`config.mk`:
```
export PLATFORM = sky130hd
export DESIGN_NAME = agu_top
export DESIGN_NICKNAME = d
export VERILOG_FILES = /design/src/rtl/agu_pkg.sv /design/src/rtl/agu_step_calc.sv /design/src/rtl/agu_bank.sv /design/src/rtl/agu_top.sv
export SDC_FILE = /design/constraint.sdc
export NUM_CORES = 2
export LEC_CHECK = 0
export BUFFER_PORTS_ARGS = -buffer_cell sky130_fd_sc_hd__buf_2
export CAP_MARGIN = 20
export CORE_MARGIN = 3
export CORE_UTILIZATION = 35
export CTS_CLUSTER_DIAMETER = 30
export DETAILED_ROUTE_END_ITERATION = 8
export GPL_TIMING_DRIVEN = 1
export HOLD_SLACK_MARGIN = 0.03
export PLACE_DENSITY = 0.54
export SKIP_LAST_GASP = 1
export SLEW_MARGIN = 20
export SYNTH_ARGS = -nofsm -noshare
export SYNTH_HDL_FRONTEND = slang
export SYNTH_HIERARCHICAL = 1
export SYNTH_SLANG_ARGS = --single-unit
```
`constraint.sdc`:
```
create_clock -name clk -period 16.1 [get_ports clk]
set_input_delay 0.805 -clock clk [delete_from_list [all_inputs] [get_ports clk]]
set_output_delay 0.805 -clock clk [all_outputs]
set_load 0.005 [all_outputs]
```
`src/rtl/agu_pkg.sv`:
```
package agu_pkg;
    typedef enum logic [1:0] {
        OP_HOLD = 2'd0,
        OP_INC  = 2'd1,
        OP_DEC  = 2'd2,
        OP_ADDN = 2'd3
    } agu_op_e;

    typedef enum logic [1:0] {
        KIND_PTR  = 2'd0,
        KIND_STEP = 2'd1,
        KIND_MODE = 2'd2,
        KIND_NONE = 2'd3
    } agu_kind_e;
endpackage

```
`src/rtl/agu_step_calc.sv`:
```
module agu_step_calc
    import agu_pkg::*;
#(
    parameter int AW = 16
) (
    input  logic [AW-1:0] cur_i,
    input  logic [AW-1:0] step_i,
    input  logic [AW-1:0] mode_i,
    input  agu_op_e       op_i,
    output logic [AW-1:0] nxt_o
);
    localparam int            SW     = AW + 2;
    localparam int            LG     = $clog2(AW);
    localparam logic [AW-1:0] LINEAR = '1;
    localparam logic [AW-1:0] ONE    = AW'(1);

    function automatic logic [AW-1:0] mirror(input logic [AW-1:0] v);
        logic [AW-1:0] o;
        for (int i = 0; i < AW; i++) o[i] = v[AW-1-i];
        return o;
    endfunction

    logic [AW-1:0]        mask;
    logic signed [SW-1:0] delta;
    logic signed [SW-1:0] offs;
    logic signed [SW-1:0] top;
    logic signed [SW-1:0] sum;
    logic [AW-1:0]        rev_sum;

    // mask covering every bit up to the highest set bit of the mode value
    always_comb begin
        mask = mode_i;
        for (int i = 0; i < LG; i++) mask = mask | (mask >> (1 << i));
    end

    always_comb begin
        case (op_i)
            OP_INC:  delta = SW'(1);
            OP_DEC:  delta = -SW'(1);
            OP_ADDN: delta = signed'({{2{step_i[AW-1]}}, step_i});
            default: delta = '0;
        endcase
    end

    always_comb begin
        offs = signed'({2'b00, cur_i & mask});
        top  = signed'({2'b00, mode_i});
        sum  = offs + delta;
        if (delta >= 0 && sum > top) begin
            sum = sum - (top + SW'(1));
        end else if (sum < 0) begin
            sum = sum + (top + SW'(1));
        end
    end

    always_comb begin
        case (op_i)
            OP_INC:  rev_sum = mirror(cur_i) + mirror(ONE);
            OP_DEC:  rev_sum = mirror(cur_i) - mirror(ONE);
            OP_ADDN: rev_sum = mirror(cur_i) + mirror(step_i);
            default: rev_sum = mirror(cur_i);
        endcase
    end

    always_comb begin
        if (op_i == OP_HOLD) begin
            nxt_o = cur_i;
        end else if (mode_i == LINEAR) begin
            nxt_o = cur_i + delta[AW-1:0];
        end else if (mode_i == '0) begin
            nxt_o = mirror(rev_sum);
        end else begin
            nxt_o = (cur_i & ~mask) | (sum[AW-1:0] & mask);
        end
    end
endmodule

```
`src/rtl/agu_bank.sv`:
```
module agu_bank
    import agu_pkg::*;
#(
    parameter  int AW   = 16,
    parameter  int NREG = 4,
    localparam int IW   = $clog2(NREG)
) (
    input  logic          clk,
    input  logic          rst_n,
    input  logic          wr_en_i,
    input  agu_kind_e     wr_kind_i,
    input  logic [IW-1:0] wr_idx_i,
    input  logic [AW-1:0] wr_data_i,
    input  logic          rq_en_i,
    input  logic [IW-1:0] rq_idx_i,
    input  agu_op_e       rq_op_i,
    output logic [AW-1:0] addr_o,
    output logic [AW-1:0] mode_o
);
    typedef struct packed {
        logic [NREG-1:0][AW-1:0] ptr;
        logic [NREG-1:0][AW-1:0] step;
        logic [NREG-1:0][AW-1:0] mode;
    } bank_state_t;

    bank_state_t   st_d, st_q;
    logic [AW-1:0] nxt_ptr;

    agu_step_calc #(.AW(AW)) u_calc (
        .cur_i  (st_q.ptr[rq_idx_i]),
        .step_i (st_q.step[rq_idx_i]),
        .mode_i (st_q.mode[rq_idx_i]),
        .op_i   (rq_op_i),
        .nxt_o  (nxt_ptr)
    );

    always_comb begin
        st_d = st_q;
        if (rq_en_i && rq_op_i != OP_HOLD) begin
            st_d.ptr[rq_idx_i] = nxt_ptr;
        end
        // the write is applied last so it overrides a same-cycle update
        if (wr_en_i) begin
            case (wr_kind_i)
                KIND_PTR:  st_d.ptr[wr_idx_i]  = wr_data_i;
                KIND_STEP: st_d.step[wr_idx_i] = wr_data_i;
                KIND_MODE: st_d.mode[wr_idx_i] = wr_data_i;
                default:   ;
            endcase
        end
    end

    always_ff @(posedge clk) begin
        if (!rst_n) begin
            st_q.ptr  <= '0;
            st_q.step <= '0;
            st_q.mode <= '1;
        end else begin
            st_q <= st_d;
        end
    end

    assign addr_o = st_q.ptr[rq_idx_i];
    assign mode_o = st_q.mode[rq_idx_i];
endmodule

```
`src/rtl/agu_top.sv`:
```
module agu_top
    import agu_pkg::*;
#(
    parameter  int AW   = 16,
    parameter  int NREG = 4,
    localparam int IW   = $clog2(NREG),
    localparam int NB   = 2
) (
    input  logic          clk,
    input  logic          rst_n,
    input  logic          wr_en,
    input  logic [1:0]    wr_kind,
    input  logic [IW:0]   wr_reg,
    input  logic [AW-1:0] wr_data,
    input  logic          x_req,
    input  logic [IW-1:0] x_reg,
    input  logic [1:0]    x_op,
    output logic [AW-1:0] x_addr,
    input  logic          y_req,
    input  logic [IW-1:0] y_reg,
    input  logic [1:0]    y_op,
    output logic [AW-1:0] y_addr
);
    logic          rq_en   [NB];
    logic [IW-1:0] rq_idx  [NB];
    agu_op_e       rq_op   [NB];
    logic [AW-1:0] bank_addr [NB];
    logic [AW-1:0] bank_mode [NB];

    always_comb begin
        rq_en[0]  = x_req;
        rq_idx[0] = x_reg;
        rq_op[0]  = agu_op_e'(x_op);
        rq_en[1]  = y_req;
        rq_idx[1] = y_reg;
        rq_op[1]  = agu_op_e'(y_op);
    end

    for (genvar b = 0; b < NB; b++) begin : g_bank
        agu_bank #(.AW(AW), .NREG(NREG)) u_bank (
            .clk       (clk),
            .rst_n     (rst_n),
            .wr_en_i   (wr_en && (wr_reg[IW] == 1'(b))),
            .wr_kind_i (agu_kind_e'(wr_kind)),
            .wr_idx_i  (wr_reg[IW-1:0]),
            .wr_data_i (wr_data),
            .rq_en_i   (rq_en[b]),
            .rq_idx_i  (rq_idx[b]),
            .rq_op_i   (rq_op[b]),
            .addr_o    (bank_addr[b]),
            .mode_o    (bank_mode[b])
        );
    end

    assign x_addr = bank_addr[0];
    assign y_addr = bank_addr[1];
endmodule

```
Yosys cells after proc, flatten, opt, wreduce, memory -nomap -nowiden. Cells that the tools add are included.

Register bits: 384. Latch bits: 0. Bits in writable memories: 0. Memory bits (read-only): 0. Input port bits: 34. Memories kept: 0.

Add/sub/neg operators: 16. $mul: 0. Divide/modulo/power cells: 0. $lt $le $gt $ge: 12. Equality and inequality tests: 10. Shift operators: 0. Multiplexer cells: 50. Bitwise operators: 19. Reductions and logical operators: 20.

Operators with widths (number): bitwise mux 64 bit (8); two-way mux 64 bit (8); two-way mux 192 bit (2); two-way mux 16 bit (19); binary-select mux 16 bit (select 2 bit) (6); one-hot mux 18 bit (3 select lines) (2); adder 16 bit (6); AND 16 bit (6); demux 16 bit (select 2 bit) (3); one-hot mux 16 bit (3 select lines) (2); adder 17 x 18 -> 18 bit (2); greater-or-equal comparator 18 x 1 -> 1 bit, second input constant (2); greater-than comparator 18 x 17 -> 1 bit (2); < comparator 18 x 1 -> 1 bit, second input constant (2); adder 16 x 1 -> 16 bit, second input constant (2); adder 16 bit, second input constant (2); == test 16 bit, second input constant (2); zero test 16 bit (2); NOT 16 bit (2); OR 16 x 12 -> 16 bit (2); OR 16 x 14 -> 16 bit (2); OR 16 x 15 -> 16 bit (2); OR 16 bit (2); OR 16 x 8 -> 16 bit (2); 11 further kinds (37).

Longest topological paths before layout.
Word-level depth: 21. Depth in mapped cells: 34. Depth with buffers taken out: 29.

Modules after synthesis. Netlist, hierarchy kept.

Modules (own cells, without submodules): agu_step_calc (instances 2, cells each 806, area each 5765.5 µm², sequential area each 0.0 µm²); agu_bank at g_bank[1].u_bank (instances 1, cells each 1094, area each 9611.7 µm², sequential area each 3843.7 µm²); agu_bank at g_bank[0].u_bank (instances 1, cells each 1094, area each 9604.2 µm², sequential area each 3843.7 µm²); agu_top (instances 1, cells each 2, area each 16.3 µm², sequential area each 0.0 µm²).

Worst setup path after synthesis. Ideal clock, no wire load.

Kind: input -> register. From: input x_reg[0]. To: register g_bank[0].u_bank/st_q[159] (netlist name). Arrival: 7.774 ns. Setup slack: 8.204 ns. Cell stages on the path: 32. Cell sequence: buf_2 -> buf_2 -> buf_2 -> buf_2 -> mux4_2 -> nor3_2 -> nand4_1 -> nand4b_4 -> or2_2 -> clkbuf_1 -> and2_1 -> ha_1 -> fa_1 -> a211oi_2 -> o21ai_2 -> a21oi_4 -> o2111ai_1 -> a221oi_1 -> xnor2_1 -> ha_1 -> nand4_1 -> a211o_1 -> a32o_1 -> a21oi_1 -> a2111oi_4 -> o311a_1 -> or3b_1 -> o31ai_1 -> nand3b_1 -> nand2_1 -> nor3_1 -> o311a_1.

Longest elaborated chain between the ends: 21. Elaborated cells on any way between the ends: 46. Those cells by class: add/sub (8); order compare (5); eq/ne (1); mux (20); bitwise (9); reduce/logical (3).

Ends and longest elaborated chain: start, declared (line agu_top.sv:16) `input logic [IW-1:0] x_reg,`; binary-select mux 16 bit (select 2 bit) (line agu_bank.sv:32) `.mode_i (st_q.mode[rq_idx_i]),`; two-way mux 16 bit (implied by the code) (line agu_bank.sv:32); OR 16 x 15 -> 16 bit (line agu_step_calc.sv:33) `for (int i = 0; i < LG; i++) mask = mask | (mask >> (1 << i));`; OR 16 x 14 -> 16 bit (line agu_step_calc.sv:33); OR 16 x 12 -> 16 bit (line agu_step_calc.sv:33); OR 16 x 8 -> 16 bit (line agu_step_calc.sv:33); AND 16 bit (line agu_step_calc.sv:46) `offs = signed'({2'b00, cur_i & mask});`; adder 17 x 18 -> 18 bit (line agu_step_calc.sv:48) `sum = offs + delta;`; (+6 left out); two-way mux 16 bit (line agu_step_calc.sv:68) `end else if (mode_i == LINEAR) begin`; two-way mux 16 bit (*) (line agu_step_calc.sv:66) `if (op_i == OP_HOLD) begin`; via g_bank[0].u_bank.nxt_ptr[15] (line agu_bank.sv:27) `logic [AW-1:0] nxt_ptr;`; bitwise mux 64 bit (*) (line agu_bank.sv:40) `st_d.ptr[rq_idx_i] = nxt_ptr;`; two-way mux 64 bit (*) (line agu_bank.sv:39) `if (rq_en_i && rq_op_i != OP_HOLD) begin`; bitwise mux 64 bit (line agu_bank.sv:45) `KIND_PTR: st_d.ptr[wr_idx_i] = wr_data_i;`; two-way mux 64 bit (line agu_bank.sv:44) `case (wr_kind_i)`; two-way mux 192 bit (*) (line agu_bank.sv:43) `if (wr_en_i) begin`; end signal, assigned (line agu_bank.sv:59) `st_q <= st_d;`; end, declared (line agu_bank.sv:26) `bank_state_t st_d, st_q;`.

The timed path passes the listed nets; every way through them passes the cells marked *. The select of a mux whose other input is x is not followed. A chain may end at the register's enable or synchronous reset.

Worst setup path after layout.
From: input x_reg[1]. To: register g_bank[0].u_bank/st_q[141] (netlist name).

The elaborated chain is that of the path after synthesis.

==> impl_metrics.py <==
metrics = {
    "run_status": {
        "status": "complete, no violations",
    },
    "die": {
        "core_sq_mm": 0.0870,
        "io_pins": 66,
        "dieArea_sq_mm": 0.0915,
        "rows": 108,
        "start_util_pct": 35.4,
        "die_w_um": 302,
        "die_h_um": 302,
    },
    "clocking": {
        "cts_resized": 0,
        "clk_pin_slew_ns": 0.04,
        "cts.htree.levels": 3,
        "cts_max_path_buffers": 3,
        "cts_tree": "yes",
        "clk_latency_ns": 0.64,
        "cts-root-buf": "clkbuf_16",
        "ctsHoldBuffers": 0,
        "post-cts-setup-buffer-count": 0,
        "cts_buffers": 93,
        "cts.sinks": 384,
    },
    "timing": {
        "tightestPinTransition_ns": 1.04,
        "whs_ns": 0.469,
        "finalHoldViolCount": 0,
        "period_needed_ns": 9.46,
        "rsz0062_at_grt": "no",
        "finalSetupViolCount": 0,
        "fin_skew_ns": 0.0492,
        "fmaxAchievable_ghz": 0.106,
        "period_share_pct": 58.8,
        "setup_tns_ns": 0,
        "max-slew-margin-rel_pct": 30.5,
        "slew_violations": 0,
    },
    "critical_path": {
        "crit_required_ns": 16.64,
        "slowest_delay_ns": 0.70,
        "endpoint_kind": "flop",
        "cpMostUsedCell": "buf_4",
        "path_max_fanout": 45,
        "arrival_ns": 10.00,
        "crit_family": "compound AO/OA/AOI/OAI gates",
        "cpMaxStageDelayCell": "mux4_2",
        "critPathLaunchType": "input port",
        "path_buf_inv": 3,
        "critical_path_class": "input port to flop",
    },
    "synth": {
        "ys_seq_area_share_pct": 25.0,
        "synth.area.top_cells": "dfxtp_1 25%, ha_1 8.1%, nand3_1 7.4%",
        "async_reset_ff_share_pct": 0,
        "syn_area_sq_mm": 0.0308,
        "yosys_warnings": 6,
        "synth_top_area_share_pct": 25.0,
        "yosys.area.top_type": "dfxtp_1",
        "ys_top_cells_by_count": "454 x nand3_1, 384 x dfxtp_1, 374 x o21ai_0, 258 x clkbuf_1, 220 x nand2_1",
        "ys_types": 93,
        "ys_ff_latch": 384,
        "yosys.cell_count.top_type": "nand3_1",
        "avgSynthCellArea_sq_um": 8.09,
        "synth_nets": 4044,
        "synth_enable_flop_cells": 0,
        "synthFlopType": "dfxtp_1",
        "netlist_instances": 3802,
    },
    "finish": {
        "final_util_pct": 40.0,
        "finalNetCount": 3906,
        "drive_above_1_share_pct": 12.5,
        "area_delta_synth_final_pct": 13.2,
        "stdcell_area_sq_mm": 0.0348,
        "fill_cells": 8875,
    },
    "power_and_ir_drop": {
        "p_per_area_mw_per_mm2": 105,
        "power_mw": 3.64,
        "p_leak_nw": 13.2,
        "vdd_drop_max_mv": 0.0870,
    },
    "drt": {
        "drt-total-wl_um": 114000,
        "ant_nets": 0,
        "dr_total_vias": 30400,
        "drcViolationCount": 0,
        "viasPerCell": 6.21,
        "drt_pass1_iterations": 6,
        "post_drt_wl_per_cell_um": 23.4,
        "drt_iter0_drc": 3307,
    },
    "placed_design": {
        "placed_area_sq_mm": 0.0315,
        "place_congestion": 0.955,
        "dp_hpwl_um": 76500,
        "portBuffers": 65,
    },
    "global_routing": {
        "antenna_found_initial": 4,
        "grt_first_pass_wirelength_um": 175000,
        "grt_remaining_overflow": 0,
        "grt_max_degree": 157,
        "first_global_vias": 28600,
        "grt_usage_pct": 24.1,
    },
    "hold_path": {
        "hold_class": "flop to flop",
    },
    "run": {
        "drv_cap": 0,
    },
}
## final timing paths
check | startpoint | endpoint | slack [ns] | cells after the start
setup / recovery | x_reg[1] | g_bank[0].u_bank/st_q[141]$_SDFF_PN0_ | 6.64 | 30
hold / removal | g_bank[0].u_bank/st_q[186]$_SDFF_PN0_ | g_bank[0].u_bank/st_q[186]$_SDFF_PN0_ | 0.47 | 2
setup reg to reg | flop | g_bank[1].u_bank/st_q[132]$_SDFF_PN0_ | 7.64 | 27
hold reg to reg | g_bank[0].u_bank/st_q[186]$_SDFF_PN0_ | g_bank[0].u_bank/st_q[186]$_SDFF_PN0_ | 0.47 | 2
## worst min-delay path, cell delays in order (launching register included)
cell	delay, ns
dfxtp_1	0.30
nand2_1	0.05
a31oi_1	0.07
## cells by family (layout without fill, tap and decap cells)
logic type,Yosys count,count (layout),synth area share (%)
compound gates,1308,1308,29.0
mux,100,100,7.16
xor+xnor,116,116,3.49
fa+ha+maj,208,208,8.70
other cells,0,3,0
simple gates,1202,1202,20.1
buf+inv,484,418,6.57
flops,384,384,25.0
## metal layers
metal	up-vias	routed length [um]	global-route usage, %
met5	-	0	0
li1	14000	-	-
met3	164	8740	3.36
met4	0	2720	6.51
met2	1223	49900	36.4
met1	15000	53200	35.8
## where the power goes
group          switching [mW]  internal [mW]  leakage, nW  total, mW
Clock                   0.594           1.34         1.59       1.94
Sequential            0.00951          0.974         3.11      0.984
Combinational           0.482          0.239         8.54      0.721
## metrics by stage
step,setup slack (ns),instances
4_1_cts,6.79,4891
5_1_grt,6.13,4891
2_1_floorplan,8.20,3802
3_5_place_dp,6.16,4724
3_3_place_gp,6.28,4724
6_report,6.64,4894
## layout by cell type (no fill, tap or decap), types with 32 or more instances in the layout
cell type and count:
a21boi_0 132, xor2_1 38, inv_1 134, a21oi_1 126
nor3_1 82, nor4_1 32, nor2b_1 72, or3_1 52
o31ai_1 154, xnor2_1 74, o31a_1 40, buf_2 60
mux4_2 96, a31oi_1 122, clkbuf_16 93, nor2_1 113
o311a_1 34, ha_1 198, dfxtp_1 384, buf_4 55
nand2_1 220, a21o_1 58, nand3_1 454, o21ai_0 372
## layout make-up
| type | instances | area, sq um | share of cell area (%) |
|---|---|---|---|
| flip-flops and latches | 384 | 7690 | 22.1 |
| repair buffers | 117 | 748 | 2.15 |
| clock buffers | 132 | 2680 | 7.71 |
| inverters | 134 | 503 | 1.44 |
| multi-input cells | 2934 | 21100 | 60.7 |
| well taps | 1155 | 1450 | 4.15 |
| clock inverters | 35 | 606 | 1.74 |
| diodes | 3 | 7.51 | 0.0216 |
Power figures use the tool's default switching activity.
